==> src/rtl/sqp_pkg.sv <==
package sqp_pkg;

  typedef struct packed {
    logic advPut;
    logic advGet;
    logic reinit;
  } sqpStrobes_t;

  localparam int RST_FLAG_BIT = 31;
  localparam int REQ_FLAG_BIT = 30;

endpackage

==> src/rtl/sqp_ctrl.sv <==
module sqp_ctrl
  import sqp_pkg::*;
#(
  parameter int IDX_W  = 16,
  parameter int DATA_W = 32
) (
  input  logic              clk,
  input  logic              rstN,
  input  logic              regWrEn,
  input  logic              regSel,
  input  logic [DATA_W-1:0] regWrData,
  output logic [DATA_W-1:0] regRdData,
  input  logic              remoteReqSet,
  input  logic              putStrobe,
  input  logic              getStrobe,
  input  logic              full,
  input  logic              empty,
  output sqpStrobes_t       strobes,
  output logic [IDX_W-1:0]  lastIdx,
  output logic [DATA_W-1:0] baseAddr
);

  logic localRst;
  logic remoteReq;
  logic ctrlWr;
  logic baseWr;
  logic reinit;

  assign ctrlWr = regWrEn && !regSel;
  assign baseWr = regWrEn && regSel;
  assign reinit = localRst && remoteReq;

  // handshake flags
  always_ff @(posedge clk) begin
    if (!rstN) begin
      localRst  <= 1'b0;
      remoteReq <= 1'b0;
    end else if (reinit) begin
      localRst  <= 1'b0;
      remoteReq <= 1'b0;
    end else begin
      if (ctrlWr && regWrData[RST_FLAG_BIT]) localRst <= 1'b1;
      if (remoteReqSet) remoteReq <= 1'b1;
    end
  end

  // configuration registers
  always_ff @(posedge clk) begin
    if (!rstN) begin
      lastIdx  <= '0;
      baseAddr <= '0;
    end else begin
      if (ctrlWr) lastIdx  <= regWrData[IDX_W-1:0];
      if (baseWr) baseAddr <= regWrData;
    end
  end

  always_comb begin
    strobes.reinit = reinit;
    strobes.advPut = putStrobe && !full && !reinit;
    strobes.advGet = getStrobe && !empty && !reinit;
  end

  always_comb begin
    regRdData = '0;
    if (regSel) begin
      regRdData = baseAddr;
    end else begin
      regRdData[IDX_W-1:0]    = lastIdx;
      regRdData[RST_FLAG_BIT] = localRst;
      regRdData[REQ_FLAG_BIT] = remoteReq;
    end
  end

  assert_rst_sticky_R4: assert property (@(posedge clk) disable iff (!rstN)
    localRst && !remoteReq |=> localRst);
  assert_rst_origin_R4: assert property (@(posedge clk) disable iff (!rstN)
    !localRst && !(ctrlWr && regWrData[RST_FLAG_BIT]) |=> !localRst);
  assert_req_origin_R5: assert property (@(posedge clk) disable iff (!rstN)
    !remoteReq && !remoteReqSet |=> !remoteReq);
  assert_req_sticky_R5: assert property (@(posedge clk) disable iff (!rstN)
    remoteReq && !localRst |=> remoteReq);
  assert_flags_clear_R6: assert property (@(posedge clk) disable iff (!rstN)
    localRst && remoteReq |=> !localRst && !remoteReq);
  assert_no_put_full_R9: assert property (@(posedge clk) disable iff (!rstN)
    full |-> !strobes.advPut);
  assert_no_get_empty_R9: assert property (@(posedge clk) disable iff (!rstN)
    empty |-> !strobes.advGet);
  assert_reinit_first_R10: assert property (@(posedge clk) disable iff (!rstN)
    strobes.reinit |-> !strobes.advPut && !strobes.advGet);

endmodule

==> src/rtl/sqp_datapath.sv <==
module sqp_datapath
  import sqp_pkg::*;
#(
  parameter int IDX_W       = 16,
  parameter int DATA_W      = 32,
  parameter int ENTRY_BYTES = 8
) (
  input  logic              clk,
  input  logic              rstN,
  input  sqpStrobes_t       strobes,
  input  logic [IDX_W-1:0]  lastIdx,
  input  logic [DATA_W-1:0] baseAddr,
  output logic [DATA_W-1:0] putAddr,
  output logic [DATA_W-1:0] getAddr,
  output logic              full,
  output logic              empty
);

  localparam logic [DATA_W-1:0] STRIDE = DATA_W'(ENTRY_BYTES);

  logic [IDX_W-1:0] putPtr;
  logic [IDX_W-1:0] getPtr;
  logic [IDX_W-1:0] putNext;
  logic [IDX_W-1:0] getNext;

  // a pointer at or past the last index wraps to 0
  assign putNext = (putPtr >= lastIdx) ? '0 : putPtr + 1'b1;
  assign getNext = (getPtr >= lastIdx) ? '0 : getPtr + 1'b1;

  always_ff @(posedge clk) begin
    if (!rstN || strobes.reinit) begin
      putPtr <= '0;
      getPtr <= '0;
    end else begin
      if (strobes.advPut) putPtr <= putNext;
      if (strobes.advGet) getPtr <= getNext;
    end
  end

  assign empty   = (putPtr == getPtr);
  assign full    = (putNext == getPtr);
  assign putAddr = baseAddr + DATA_W'(putPtr) * STRIDE;
  assign getAddr = baseAddr + DATA_W'(getPtr) * STRIDE;

  assert_reinit_zero_R6: assert property (@(posedge clk) disable iff (!rstN)
    strobes.reinit |=> putPtr == '0 && getPtr == '0);
  assert_put_wrap_R7: assert property (@(posedge clk) disable iff (!rstN)
    strobes.advPut && putPtr == lastIdx |=> putPtr == '0);
  assert_put_step_R7: assert property (@(posedge clk) disable iff (!rstN)
    strobes.advPut && putPtr < lastIdx |=> putPtr == $past(putPtr) + 1'b1);
  assert_put_hold_R9: assert property (@(posedge clk) disable iff (!rstN)
    !strobes.advPut && !strobes.reinit |=> $stable(putPtr));
  assert_get_hold_R9: assert property (@(posedge clk) disable iff (!rstN)
    !strobes.advGet && !strobes.reinit |=> $stable(getPtr));

endmodule

==> src/rtl/shared_queue_ptr_ctrl.sv <==
module shared_queue_ptr_ctrl
  import sqp_pkg::*;
#(
  parameter int IDX_W       = 16,
  parameter int DATA_W      = 32,
  parameter int ENTRY_BYTES = 8
) (
  input  logic              clk,
  input  logic              rstN,
  input  logic              regWrEn,
  input  logic              regSel,
  input  logic [DATA_W-1:0] regWrData,
  output logic [DATA_W-1:0] regRdData,
  input  logic              remoteReqSet,
  input  logic              putStrobe,
  input  logic              getStrobe,
  output logic [DATA_W-1:0] putAddr,
  output logic [DATA_W-1:0] getAddr,
  output logic              queueFull,
  output logic              queueEmpty
);

  sqpStrobes_t       strobes;
  logic [IDX_W-1:0]  lastIdx;
  logic [DATA_W-1:0] baseAddr;

  sqp_ctrl #(.IDX_W(IDX_W), .DATA_W(DATA_W)) ctrl_i (
    .clk(clk), .rstN(rstN), .regWrEn(regWrEn), .regSel(regSel),
    .regWrData(regWrData), .regRdData(regRdData), .remoteReqSet(remoteReqSet),
    .putStrobe(putStrobe), .getStrobe(getStrobe), .full(queueFull),
    .empty(queueEmpty), .strobes(strobes), .lastIdx(lastIdx), .baseAddr(baseAddr)
  );

  sqp_datapath #(.IDX_W(IDX_W), .DATA_W(DATA_W), .ENTRY_BYTES(ENTRY_BYTES)) dp_i (
    .clk(clk), .rstN(rstN), .strobes(strobes), .lastIdx(lastIdx),
    .baseAddr(baseAddr), .putAddr(putAddr), .getAddr(getAddr),
    .full(queueFull), .empty(queueEmpty)
  );

endmodule

==> config.mk <==
export PLATFORM = sky130hd
export DESIGN_NAME = shared_queue_ptr_ctrl
export DESIGN_NICKNAME = d
export VERILOG_FILES = /design/src/rtl/sqp_pkg.sv /design/src/rtl/sqp_ctrl.sv /design/src/rtl/sqp_datapath.sv /design/src/rtl/shared_queue_ptr_ctrl.sv
export SDC_FILE = /design/constraint.sdc
export NUM_CORES = 1
export LEC_CHECK = 0
export BUFFER_PORTS_ARGS = -buffer_cell sky130_fd_sc_hd__buf_2
export CORE_MARGIN = 2
export CORE_UTILIZATION = 58
export DETAILED_ROUTE_END_ITERATION = 7
export GPL_TIMING_DRIVEN = 0
export PLACE_DENSITY = 0.83
export SKIP_CTS_REPAIR_TIMING = 1
export SKIP_LAST_GASP = 1
export SYNTH_ARGS = -nofsm -noshare
export SYNTH_HDL_FRONTEND = slang
export SYNTH_HIERARCHICAL = 1
export SYNTH_SLANG_ARGS = --single-unit
==> constraint.sdc <==
create_clock -name clk -period 4.4 [get_ports clk]
set_input_delay 0.22 -clock clk [delete_from_list [all_inputs] [get_ports clk]]
set_output_delay 0.22 -clock clk [all_outputs]
set_load 0.02 [all_outputs]
After elaboration in Yosys (flattened, before gate mapping)
Index checks and enable logic that the tools add are counted.
{ "totals": {"register_bits": 82, "inputBits": 39, "output_inout_bits": 98, "word_cells": 35} }
{ "classes": {"n_addsub": 4, "n_lt_le_gt_ge": 2, "eq_ne": 2, "mux": 5, "bitwise": 1, "reduce_logical": 15} }
{ "op_table": {"columns": ["op", "n"], "rows": [
  ["32-bit by 19-bit adder with 32-bit output", 2],
  ["16-bit two-way mux", 3],
  ["16-bit by 1-bit adder with 16-bit output (second input constant)", 2],
  ["16-bit equality test", 2],
  ["16-bit >= comparator", 2],
  ["14-bit two-way mux", 1],
  ["1-bit logical AND", 8],
  ["1-bit logical NOT", 5],
  ["2-bit two-way mux", 1],
  ["2-bit OR reduction", 1],
  ["1-bit logical OR", 1],
  ["1-bit inverter", 1]
]} }

Longest topological paths before layout
{ "depth": {"depth_word": 6, "mapped_depth": 17, "depth_no_buf": 14} }

Cells and area by module
Netlist, hierarchy kept.
{ "by_module_without_submodules": {"columns": ["module", "instances", "cells_per_inst", "area_each_um2", "seq_area_each_um2"], "rows": [
  ["sqp_datapath", 1, 711, 5236.3, 640.6],
  ["sqp_ctrl", 1, 259, 2297.2, 1001.0]
]} }

Worst setup path after synthesis
OpenSTA, ideal clock, no wires.
{ "synth_timing": {"path_type": "reg2reg", "startpoint": "register dp_i.putPtr[0]", "endpoint": "register dp_i.putPtr[3]", "setup_time_ps": 128, "t_arrival_ps": 3661, "t_required_ps": 4272, "path_slack_ps": 611, "stages_incl_launch_ff": 18, "path_buffers": 3, "synth_period_minus_slack_ps": 3789, "cell_sequence": "dfxtp_1 > clkbuf_1 > inv_1 > ha_1 > nand2b_1 > a2111oi_2 > o32a_2 > nand3_1 > buf_2 > nor3_1 > o221ai_2 > nor4_2 > nor3b_1 > inv_1 > nor2_1 > clkbuf_1 > a2bb2oi_1 > nor2_1"} }
{ "synth_rtl": {"columns": ["item", "line_no", "text"], "rows": [
  ["start, declared", "sqp_datapath.sv:21", "logic [IDX_W-1:0] putPtr;"],
  ["start signal, assigned", "sqp_datapath.sv:35", "if (strobes.advPut) putPtr <= putNext;"]
]} }

==> impl_metrics.py <==
metrics = {
    "synth": {
        "netlist_area_um2": 7530,
        "synth_compound_area_share_pct": 21.6,
        "synth_edf_count": 0,
        "synthMuxAreaShare_pct": 2.82,
        "synth_cells": 970,
        "synthesis.nets": 1077,
        "synth_fa_ha_area_share_pct": 11.5,
        "synth_xor_area_share_pct": 11.9,
        "ys_seq_elements": 82,
        "yosys_warnings": 6,
        "synth_top_family_by_area": "simple AND/OR/NAND/NOR gates",
        "synth_cell_types": 72,
        "yosys_most_used_dff": "dfxtp_1",
        "syn_area_per_cell_um2": 7.77,
        "synth_seq_area_share_pct": 21.8,
        "yosys.area_share.simple_pct": 23.8,
        "async_flop_share_pct": 0,
    },
    "finish": {
        "drive_gt1_share_pct": 21.4,
        "nets": 1226,
        "diodes": 0,
        "areaGrowthSynthToFinish_pct": 16.4,
        "fin_area_um2": 8770,
    },
    "power": {
        "ir_drop_v": 0.000181,
        "total_power_uw": 2140,
        "p_leak_uw": 0.00386,
        "power_density_nw_per_um2": 245,
    },
    "floorplan": {
        "dieArea_um2": 13900,
        "coreArea_um2": 12700,
        "fp.dieH_um": 118,
        "initial_core_util_pct": 59.5,
        "fp-row-count": 41,
        "boundaryPins": 137,
        "die_width_um": 118,
    },
    "global_route": {
        "grt_usage_pct": 31.8,
        "first_global_vias": 7006,
        "grt_max_degree": 15,
        "gr-total-overflow": 0,
        "grt_pass1_wl_mm": 35.7,
        "antenna_found_initial": 0,
    },
    "clock_tree": {
        "clk_latency_ns": 0.35,
        "root_buffer": "clkbuf_16",
        "tritoncts": "yes",
        "numCtsBuffers": 9,
        "path_clk_slew_ns": 0.06,
        "cts.sinks": 82,
        "cts_htree_levels": 3,
        "clock_path_buffers": 2,
    },
    "critical_path": {
        "ff2ff_setup_slack_ns": 0.15,
        "worstReg2RegEnd": "dp_i/putPtr[11]",
        "crit_type": "reg -> reg",
        "reg2regPathDepth": 16,
        "worst-path-buf-inv": 4,
        "crit_required_ns": 4.66,
        "critPathTopFamily": "simple AND/OR/NAND/NOR gates",
        "r2r-start": "dp_i/putPtr[13]",
        "worst_setup_path_end_kind": "flop",
        "max_stage_delay_ns": 0.56,
        "arrival_ns": 4.51,
        "worstPathCellList": "ha_1 -> nand4_1 -> or4_1 -> o32a_2 -> nand3_1 -> buf_2 -> nor3_1 -> o221ai_2 -> nor4_4 -> nor3b_2 -> buf_4 -> inv_1 -> nor2_2 -> clkbuf_2 -> nand3b_1 -> a21oi_1",
        "crit_fanout": 10,
        "slowest_stage": "or4_1",
        "start_kind": "flop",
    },
    "sta": {
        "fin_crit_sh_pct": 96.6,
        "finalCriticalPeriod_ns": 4.25,
        "maxSlewHeadroom_pct": 55.2,
        "setup_viol": 0,
        "skew_ns": 0.0125,
        "hold_viol": 0,
        "worst_slack_ns": 0.151,
        "tightest_slew_ns": 0.666,
        "fmax_mhz": 235,
        "slew_viol_final": 0,
    },
    "route": {
        "post_drt_wl_per_cell_um": 17.2,
        "ant_nets": 0,
        "drcViolationCount": 0,
        "vias": 7642,
        "drtIter0Drc": 691,
        "viasPerCell": 5.90,
        "firstDrtPassIters": 6,
        "wl_mm": 22.3,
    },
    "placed_design": {
        "port-buffer-count": 135,
        "place_congestion": 1.01,
        "place_hpwl_mm": 17.4,
        "dpl_cell_area_um2": 8420,
        "dpl_worst_slack_ns": -0.376,
    },
    "hold_path": {
        "min_path_type": "in -> reg",
        "holdPathStages": 3,
        "whs_endpoint": "ctrl_i/baseAddr[24]",
        "hp-start": "regWrData[24]",
    },
    "flow_run": {
        "maxCapViolCount": 0,
    },
    "run_status": {
        "status": "complete, no violations",
    },
}
## Yosys cell counts, types with 3 or more instances
library cell	instances	area share, %
mux2_2	18	2.7
ha_1	66	11
a21o_1	14	1.4
a21boi_2	18	2.7
a21boi_1	23	2.3
a21oi_1	50	3.3
a21boi_0	11	1.1
o2111ai_1	4	0.46
nor2_1	53	2.6
buf_4	11	1.1
clkbuf_1	36	1.8
nand2_1	152	7.6
nand2b_1	15	1.2
or3_1	3	0.25
buf_6	6	0.90
o21a_1	11	1.1
nor2b_1	8	0.66
and2_1	22	1.8
and3_1	12	1.0
a31oi_1	4	0.33
nor4_1	5	0.42
o21ai_0	36	2.4
nand3_1	26	1.7
nor3_1	21	1.4
dfxtp_1	82	22
o211ai_1	4	0.40
buf_2	12	0.80
inv_1	40	2.0
a211oi_1	19	1.9
xor2_1	23	2.7
xnor2_1	74	8.6
a22oi_1	4	0.40
nand4_1	22	1.8
nand4b_1	3	0.35
nand3b_1	10	1.0
o22ai_1	3	0.25
## state kept, by name, summed over array words and instances (netlist names)
name / cells
ctrl_i/baseAddr: 32
dp_i/getPtr: 16
ctrl_i/lastIdx: 16
dp_i/putPtr: 16
ctrl_i/remoteReq: 1
ctrl_i/localRst: 1
## layout by cell type (no fill, tap or decap), types with 8 or more instances in the layout
cell       instances
a211oi_1          19
a21boi_0          11
a21boi_1          23
a21boi_2          18
a21o_1            14
a21oi_1           50
and2_1            22
and3_1            12
buf_2            147
buf_4             14
clkbuf_1          34
clkbuf_16          9
dfxtp_1           81
ha_1              66
inv_1             40
mux2_2            18
nand2_1          152
nand2b_1          15
nand3_1           26
nand3b_1          10
nand4_1           22
nor2_1            52
nor2b_1            8
nor3_1            21
o21a_1            11
o21ai_0           36
xnor2_1           74
xor2_1            23
## worst register-to-register path, cell delays in order (launching register included)
cell      delay (ns)
dfxtp_1         0.45
ha_1            0.37
nand4_1         0.17
or4_1           0.56
o32a_2          0.39
nand3_1         0.18
buf_2           0.28
nor3_1          0.10
o221ai_2        0.26
nor4_4          0.10
nor3b_2         0.16
buf_4           0.17
inv_1           0.10
nor2_2          0.27
clkbuf_2        0.34
nand3b_1        0.12
a21oi_1         0.16
## logic make-up (layout without fill, tap and decap cells)
logic type,Yosys count,count (layout)
xor gates and xnor gates,99,99
adders and majority gates,68,68
muxes,19,19
AOI/OAI and AO/OA,228,228
and+or+nand+nor,368,368
DFF,82,82
buffers and inverters,106,259
## final cells by class
class / instances / area (um2)
fillers: 1073 / 3900
well taps: 172 / 215
repair buffers: 138 / 698
multi-input cells: 782 / 5410
clock buffers: 10 / 239
plain buffers: 66 / 352
inverters: 40 / 150
flip-flops and latches: 82 / 1640
clock inverters: 5 / 61.3
## report_power, final
group / switching [uW] / internal, uW
clock: 315 / 456
sequential: 38.5 / 769
combinational: 347 / 218
## through the flow
stage	std cells	util [%]	hold WS, ns	setup TNS [ns]
2_1_floorplan	970	-	0.355	0
3_3_place_gp	1277	66.5	0.453	-4.20
3_5_place_dp	1277	66.5	0.471	-3.56
4_1_cts	1292	68.9	0.112	-4.22
5_1_grt	1295	69.2	0.123	-0.0163
6_report	1295	69.2	0.114	0
## layer usage
metal / routed length [um] / track usage [%] / up-vias / part of all wire [%]
li1: - / - / 3700 / -
met1: 9620 / 42.8 / 3512 / 43
met2: 9780 / 50.5 / 372 / 44
met3: 2050 / 5.57 / 58 / 9.2
met4: 820 / 12.3 / 0 / 3.7
met5: 0 / 0 / - / 0
## worst max-delay path by stage
stage / startpoint / cells past startpoint / slack [ns] / end
after detailed placement: dp_i/putPtr[13] / 15 / -0.38 / dp_i/putPtr[12]
after global placement: dp_i/putPtr[13] / 15 / -0.45 / dp_i/putPtr[12]
after global routing: dp_i/putPtr[0] / 18 / -0.02 / dp_i/putPtr[3]
after CTS: dp_i/putPtr[1] / 15 / -0.45 / dp_i/putPtr[9]
after floorplan: dp_i/putPtr[0] / 17 / 0.61 / dp_i/putPtr[3]
final: dp_i/putPtr[13] / 16 / 0.15 / dp_i/putPtr[11]
Note: power is estimated with default switching activity, not from simulation.
